$ cat src/rtl/dma_req_arbiter.sv
module dma_req_arbiter #(
  parameter int NA = 7,
  parameter int NB = 5,
  parameter int LW = 2,
  parameter int CW = 3
) (
  input  logic             clk,
  input  logic             rst_n,
  input  logic [NA-1:0]    req_a,
  input  logic [NA-1:0]    en_a,
  input  logic [NA*LW-1:0] lvl_a,
  input  logic [NB-1:0]    req_b,
  input  logic [NB-1:0]    en_b,
  input  logic [NB*LW-1:0] lvl_b,
  input  logic             xfer_done,
  output logic [NA-1:0]    grant_a,
  output logic [NB-1:0]    grant_b,
  output logic             gnt_valid,
  output logic             gnt_ctrl,
  output logic [CW-1:0]    gnt_chan
);
  localparam int NT = NA + NB;
  localparam int IW = $clog2(NT);

  logic [NT-1:0]    elig;
  logic [NT*LW-1:0] lvl_all;
  logic [LW-1:0]    best;
  logic             any_req;
  logic [IW-1:0]    pick;
  logic [NT-1:0]    gnt_q;
  logic [IW-1:0]    idx_q;

  assign elig    = {req_b & en_b, req_a & en_a};
  assign lvl_all = {lvl_b, lvl_a};

  always_comb begin
    best    = '0;
    any_req = 1'b0;
    for (int i = 0; i < NT; i++) begin
      if (elig[i] && (!any_req || lvl_all[i*LW +: LW] > best)) begin
        best    = lvl_all[i*LW +: LW];
        any_req = 1'b1;
      end
    end
  end

  always_comb begin
    pick = '0;
    for (int i = NT-1; i >= 0; i--) begin
      if (elig[i] && lvl_all[i*LW +: LW] == best) pick = IW'(i);
    end
  end

  always_ff @(posedge clk) begin
    if (!rst_n) begin
      gnt_q <= '0;
      idx_q <= '0;
    end else if (gnt_valid) begin
      if (xfer_done) gnt_q <= '0;
    end else if (any_req) begin
      gnt_q <= NT'(1) << pick;
      idx_q <= pick;
    end
  end

  assign gnt_valid = |gnt_q;
  assign grant_a   = gnt_q[NA-1:0];
  assign grant_b   = gnt_q[NT-1:NA];
  assign gnt_ctrl  = gnt_valid && (idx_q >= IW'(NA));
  assign gnt_chan  = !gnt_valid ? '0 :
                     gnt_ctrl   ? CW'(idx_q - IW'(NA)) : CW'(idx_q);
endmodule

$ cat config.mk
export PLATFORM = sky130hd
export DESIGN_NAME = dma_req_arbiter
export DESIGN_NICKNAME = d
export VERILOG_FILES = /design/src/rtl/dma_req_arbiter.sv
export SDC_FILE = /design/constraint.sdc
export NUM_CORES = 1
export LEC_CHECK = 0
export BUFFER_PORTS_ARGS = -buffer_cell sky130_fd_sc_hd__buf_4
export CAP_MARGIN = 5
export CORE_MARGIN = 2
export CORE_UTILIZATION = 50
export CTS_CLUSTER_SIZE = 20
export DETAILED_ROUTE_END_ITERATION = 8
export GPL_TIMING_DRIVEN = 0
export PLACE_DENSITY_LB_ADDON = 0.08
export SYNTH_ARGS = -nofsm -noshare
export SYNTH_HDL_FRONTEND = slang
export SYNTH_SLANG_ARGS = --single-unit
$ cat constraint.sdc
create_clock -name clk -period 16.5 [get_ports clk]
set_input_delay 1.65 -clock clk [delete_from_list [all_inputs] [get_ports clk]]
set_output_delay 1.65 -clock clk [all_outputs]
set_load 0.01 [all_outputs]
-- Word level (Yosys, flattened, before mapping)
Cells that the tools add are included.
W data, S select, Z words.
- magnitude comparators: 12
- eq/ne operators: 13
- shift-type cells: 1
- multiplexer cells: 41
- add/sub/neg operators: 1
- bitwise logic cells: 3
- reductions and logical operators: 50
- operators by type and width (operator ; count):
    $mux W4 ; 12
    $mux W12 ; 3
    $eq A2 B2 Y1 ; 12
    $logic_and A1 B1 Y1 ; 24
    $mux W2 ; 12
    $gt A2 B2 Y1 ; 11
    $mux W1 ; 12
    $reduce_or A12 Y1 ; 1
    $shl A1 B4 Y12 const A ; 1
    $logic_not A1 Y1 ; 11
    $logic_or A1 B1 Y1 ; 11
    $and A7 B7 Y7 ; 1
    $mux W3 ; 2
    $and A5 B5 Y5 ; 1
    $ge A4 B3 Y1 const B ; 1
    $reduce_and A2 Y1 ; 2
    $sub A3 B3 Y3 const B ; 1
    $ne A2 B2 Y1 const B ; 1
    $reduce_bool A2 Y1 ; 1
    $not A1 Y1 ; 1
- word-level logic and storage cells: 123
- register bits: 16
- output and inout port bits: 17

-- Logic depth before layout (Yosys ltp)
- depth in word-level cells: 63
- depth in mapped cells: 80
- gate-level depth less buffers: 79

-- Least setup slack after synthesis
OpenSTA, ideal clock, no wires.
- path type: input port to flip-flop
- start point: input lvl_a[1]
- end point: register gnt_q[1]
- data required time: 16.383 ns
- path slack: 0.582 ns
- stages on the path: 79
- arrival time: 15.802 ns
- buffers on the path: 1
- path through: and3_1 inv_1 ha_1 nor2b_1 o211a_1 o21ai_0 nand2_1 ha_1 nor2_1 o21bai_1 o32a_1 mux2i_1 inv_1 ha_1 nor2_1 nand3_1 a2111oi_0 a311oi_1 (+43 left out) o31ai_2 nor2_1 a21oi_1 ha_1 nor2b_1 o2111ai_1 inv_1 a41oi_1 o22ai_2 buf_6 o21ai_0 nor4b_4 a211oi_2 or4_4 a211oi_2 a31oi_2 and3_1 a22o_1
- longest elaborated chain between the ends: 62
- RTL lines (item ; line ; text):
    start, declared ; 11 ; input logic [NA*LW-1:0] lvl_a,
    $mux W2 ; 40 ; if (elig[i] && (!any_req || lvl_all[i*LW +: LW] > best)) begin
    $gt A2 B2 Y1 ; 40 ;
    $logic_or A1 B1 Y1 ; 40 ;
    $logic_and A1 B1 Y1 ; 40 ;
    $mux W2 / $mux W1 (equally long branches) ; 40 ;
    $gt A2 B2 Y1 / $logic_not A1 Y1 (equally long branches) ; 40 ;
    $logic_or A1 B1 Y1 ; 40 ;
    $logic_and A1 B1 Y1 ; 40 ;
    (+35 left out) ; n/a ;
    $logic_and A1 B1 Y1 ; 40 ;
    $mux W2 ; 40 ;
    $eq A2 B2 Y1 ; 50 ; if (elig[i] && lvl_all[i*LW +: LW] == best) pick = IW'(i);
    $logic_and A1 B1 Y1 ; 50 ;
    $mux W4 (12 in a row) ; 50 ;
    $shl A1 B4 Y12 ; 61 ; gnt_q <= NT'(1) << pick;
    $mux W12 ; 60 ; end else if (any_req) begin
    $mux W12 ; 58 ; end else if (gnt_valid) begin
    end signal, assigned ; 61 ;
    end, declared ; 30 ; logic [NT-1:0] gnt_q;
Several ways; a longest one is shown, not always the timed one. The select of a mux whose other input is x is not followed.
A chain may end at the register's enable or synchronous reset.

-- Worst setup path after layout
- start point: input en_a[0]
- end point: register gnt_q[9]
- longest elaborated chain between the ends: 63
- RTL lines (item ; line ; text):
    start, declared ; 10 ; input logic [NA-1:0] en_a,
    $and A7 B7 Y7 * ; 33 ; assign elig = {req_b & en_b, req_a & en_a};
    $mux W2 / $mux W1 (equally long branches) ; 40 ;
    $gt A2 B2 Y1 / $logic_not A1 Y1 (equally long branches) ; 40 ;
    $logic_or A1 B1 Y1 ; 40 ;
    $logic_and A1 B1 Y1 ; 40 ;
    $mux W2 / $mux W1 (equally long branches) ; 40 ;
    $gt A2 B2 Y1 / $logic_not A1 Y1 (equally long branches) ; 40 ;
    $logic_or A1 B1 Y1 ; 40 ;
    (+36 left out) ; n/a ;
    $logic_and A1 B1 Y1 ; 40 ;
    $mux W2 ; 40 ;
    $eq A2 B2 Y1 ; 50 ;
    $logic_and A1 B1 Y1 ; 50 ;
    $mux W4 (12 in a row) ; 50 ;
    $shl A1 B4 Y12 ; 61 ;
    $mux W12 ; 60 ;
    $mux W12 ; 58 ;
Every way passes the cells marked *; elsewhere a longest branch is shown, timed or not. The select of a mux whose other input is x is not followed.

==> impl_metrics.json <==
{
  "status": "completed",
  "hold_viol_final": 0,
  "crit_path_start_kind": "input pin",
  "timing.setup.tns_ps": 0,
  "min_to": "gnt_q[8]",
  "grt.overflow.total": 0,
  "critPathKind": "input pin to flop",
  "grt_max_degree": 11,
  "root_buffer": "clkbuf_8",
  "finalCritPeriodShare_pct": 100,
  "synthTopCellsByCount": "nand2_1 (56), nor2_1 (26), a21oi_1 (20), inv_1 (20), nand3_1 (19)",
  "antenna_cells": 0,
  "syn_nets": 465,
  "synth_flop_cell": "dfxtp_1",
  "gp_congestion": 0.938,
  "p_per_area_nw_per_um2": 114,
  "start_util_pct": 51.5,
  "fin_crit_ps": 16490,
  "hold_class": "flop to flop",
  "num_rows": 27,
  "avgSynthCellArea_um2": 7.13,
  "slew_headroom_pct": 24.2,
  "endpoint_kind": "flop",
  "io_pins": 68,
  "required_ps": 16640,
  "layout.nets": 606,
  "synth_edf_count": 0,
  "avgViaCountPerCell": 6.77,
  "wl_per_cell_um": 18.9,
  "worst_clock_skew_ps": 1.98,
  "p_leak_uw": 0.00192,
  "worst_slew_pin_slew_ps": 1140,
  "synth_area_um2": 2840,
  "path_clk_slew_ps": 60,
  "synth.distinct_cells": 86,
  "grt_pass1_wl_mm": 16.1,
  "drtIter0Drc": 437,
  "first_pass_iters": 6,
  "grt.total_usage_pct": 31.0,
  "core_area_um2": 5510,
  "dp_hpwl_mm": 6.98,
  "cts_hold_buf": 0,
  "grt_pass1_vias": 3543,
  "slew_viol_final": 0,
  "cts_made_buffers": 3,
  "synth_seq_cells": 16,
  "synth.largest_area_cell": "dfxtp_1",
  "grt_antenna_before_repair": 0,
  "ys_seq_area_share_pct": 11.3,
  "rsz0062_at_grt": "true",
  "cts_tree": "done",
  "cp_slowest_cell": "or4_4",
  "synth_most_common_cell": "nand2_1",
  "reg2reg_from": "gnt_q[8]",
  "multi_input_area_um2": 2970,
  "crit_arrival_ps": 16640,
  "clock_tree.htree_level_count": 1,
  "via_count": 4121,
  "cts.sinks": 16,
  "antenna_left": 0,
  "reg2regPathDepth": 9,
  "stdcell_count": 609,
  "drc_errors": 0,
  "wl_mm": 11.5,
  "hp-start": "gnt_q[8]",
  "dieWidth_um": 79.3,
  "synth_top_cell_area_share_pct": 11.3,
  "peakVddDrop_mv": 0.111,
  "setup_violations": 0,
  "fill_cells": 345,
  "synthArstFlopShare_pct": 0,
  "dieArea_um2": 6290,
  "die_y_um": 79.3,
  "insertion_delay_ps": 250,
  "dp_cells": 537,
  "rrSetupSlack_ps": 14070,
  "portBuffers": 67,
  "crit_top_cell": "ha_4",
  "slowest_delay_ps": 580,
  "yosysWarnings": 0,
  "drive_gt1_share_pct": 44.3,
  "min_delay_path_depth": 2,
  "cp_max_fo": 7,
  "synth.area.top_cells": "dfxtp_1 (11%), nand2_1 (7.4%), ha_1 (7.1%), a21oi_1 (3.5%), nor2_1 (3.4%)",
  "cts_buffer_depth": 2,
  "syn_inst": 398,
  "r2r-end": "gnt_q[1]",
  "fmaxAchievable_mhz": 60.6,
  "seqCellArea_um2": 320,
  "syn2layout_area_growth_pct": 61.6,
  "cap_viol_max_count": 0
}
-- cells in the final DEF (no fill, tap or decap), drive strengths merged, types with 8 or more instances in the layout --
cell type / count
a21boi: 9
a21oi: 20
and2: 16
buf: 139
clkbuf: 8
dfxtp: 16
ha: 16
inv: 20
nand2: 57
nand3: 19
nand4: 10
nor2: 26
nor3: 9
o21ai: 24
o31ai: 9
-- metrics by stage --
stage	power (µW)	worst slack [ps]	util [%]	hold WS (ps)	instance area (µm²)
6_report	522	5.44	83.3	469	4590
4_1_cts	442	6.99	71.8	466	3950
2_1_floorplan	269	582	-	451	2840
5_1_grt	553	-478	83.3	509	4590
3_5_place_dp	361	-1660	62.3	457	3430
3_3_place_gp	355	-1260	62.3	455	3430
-- layout make-up --
type / instances / share of cell area [%]
inverter: 20 / 1.69
clock buffer: 3 / 0.900
sequential: 16 / 6.98
timing repair buffer: 136 / 22.8
multi-input combinational: 354 / 64.7
tap: 72 / 1.96
buffer: 8 / 1.01
-- cells by family after synthesis --
group / after synthesis / share of synthesized area, %
AND/OR/NAND/NOR: 185 / 35.8
flip-flops: 16 / 11.3
adder cells (fa/ha/maj): 17 / 7.41
buffers and inverters: 28 / 4.10
XOR/XNOR: 3 / 0.926
AO/OA/AOI/OAI: 139 / 36.8
multiplexers: 10 / 3.70
-- what timing repair did --
item,4_1_cts,5_1_grt
gates cloned,0,0
hold endpoints to repair,0,0
buffers inserted,38,32
setup endpoints to repair,16,16
pin swaps,14,78
resized for setup,47,75
-- where the power goes --
group / internal, µW / switching [µW]
Sequential: 50.0 / 8.43
Clock: 16.2 / 13.3
Combinational: 194 / 240
-- flip-flops by register name, indices dropped and copies added, names as in the netlist --
signal / flops
gnt_q: 12
idx_q: 4
-- worst max-delay path, delay by kind of cell --
kind | cells | cell delay [ps]
fa+ha+maj | 12 | 3100
simple gates | 29 | 4610
buf+inv | 6 | 640
mux | 2 | 590
compound gates | 32 | 6070
-- layer usage --
layer  global-route usage [%]  routed length, µm  vias to the layer above
met3                     3.75               1050                       79
li1                         -                  -                     1843
met1                     38.1               4410                     1891
met2                     54.1               5350                      308
met5                        0                  0                        -
met4                     13.8                691                        0
-- worst max-delay path by stage --
stage	from	end	slack [ps]
detailed placement	req_a[0]	gnt_q[9]	-1660
floorplan	lvl_a[1]	gnt_q[1]	580
finish	en_a[0]	gnt_q[9]	5
global route	en_a[0]	gnt_q[9]	-480
CTS	req_a[0]	gnt_q[1]	7
global placement	req_a[0]	gnt_q[9]	-1260
Note: power is estimated with default switching activity, not from simulation.
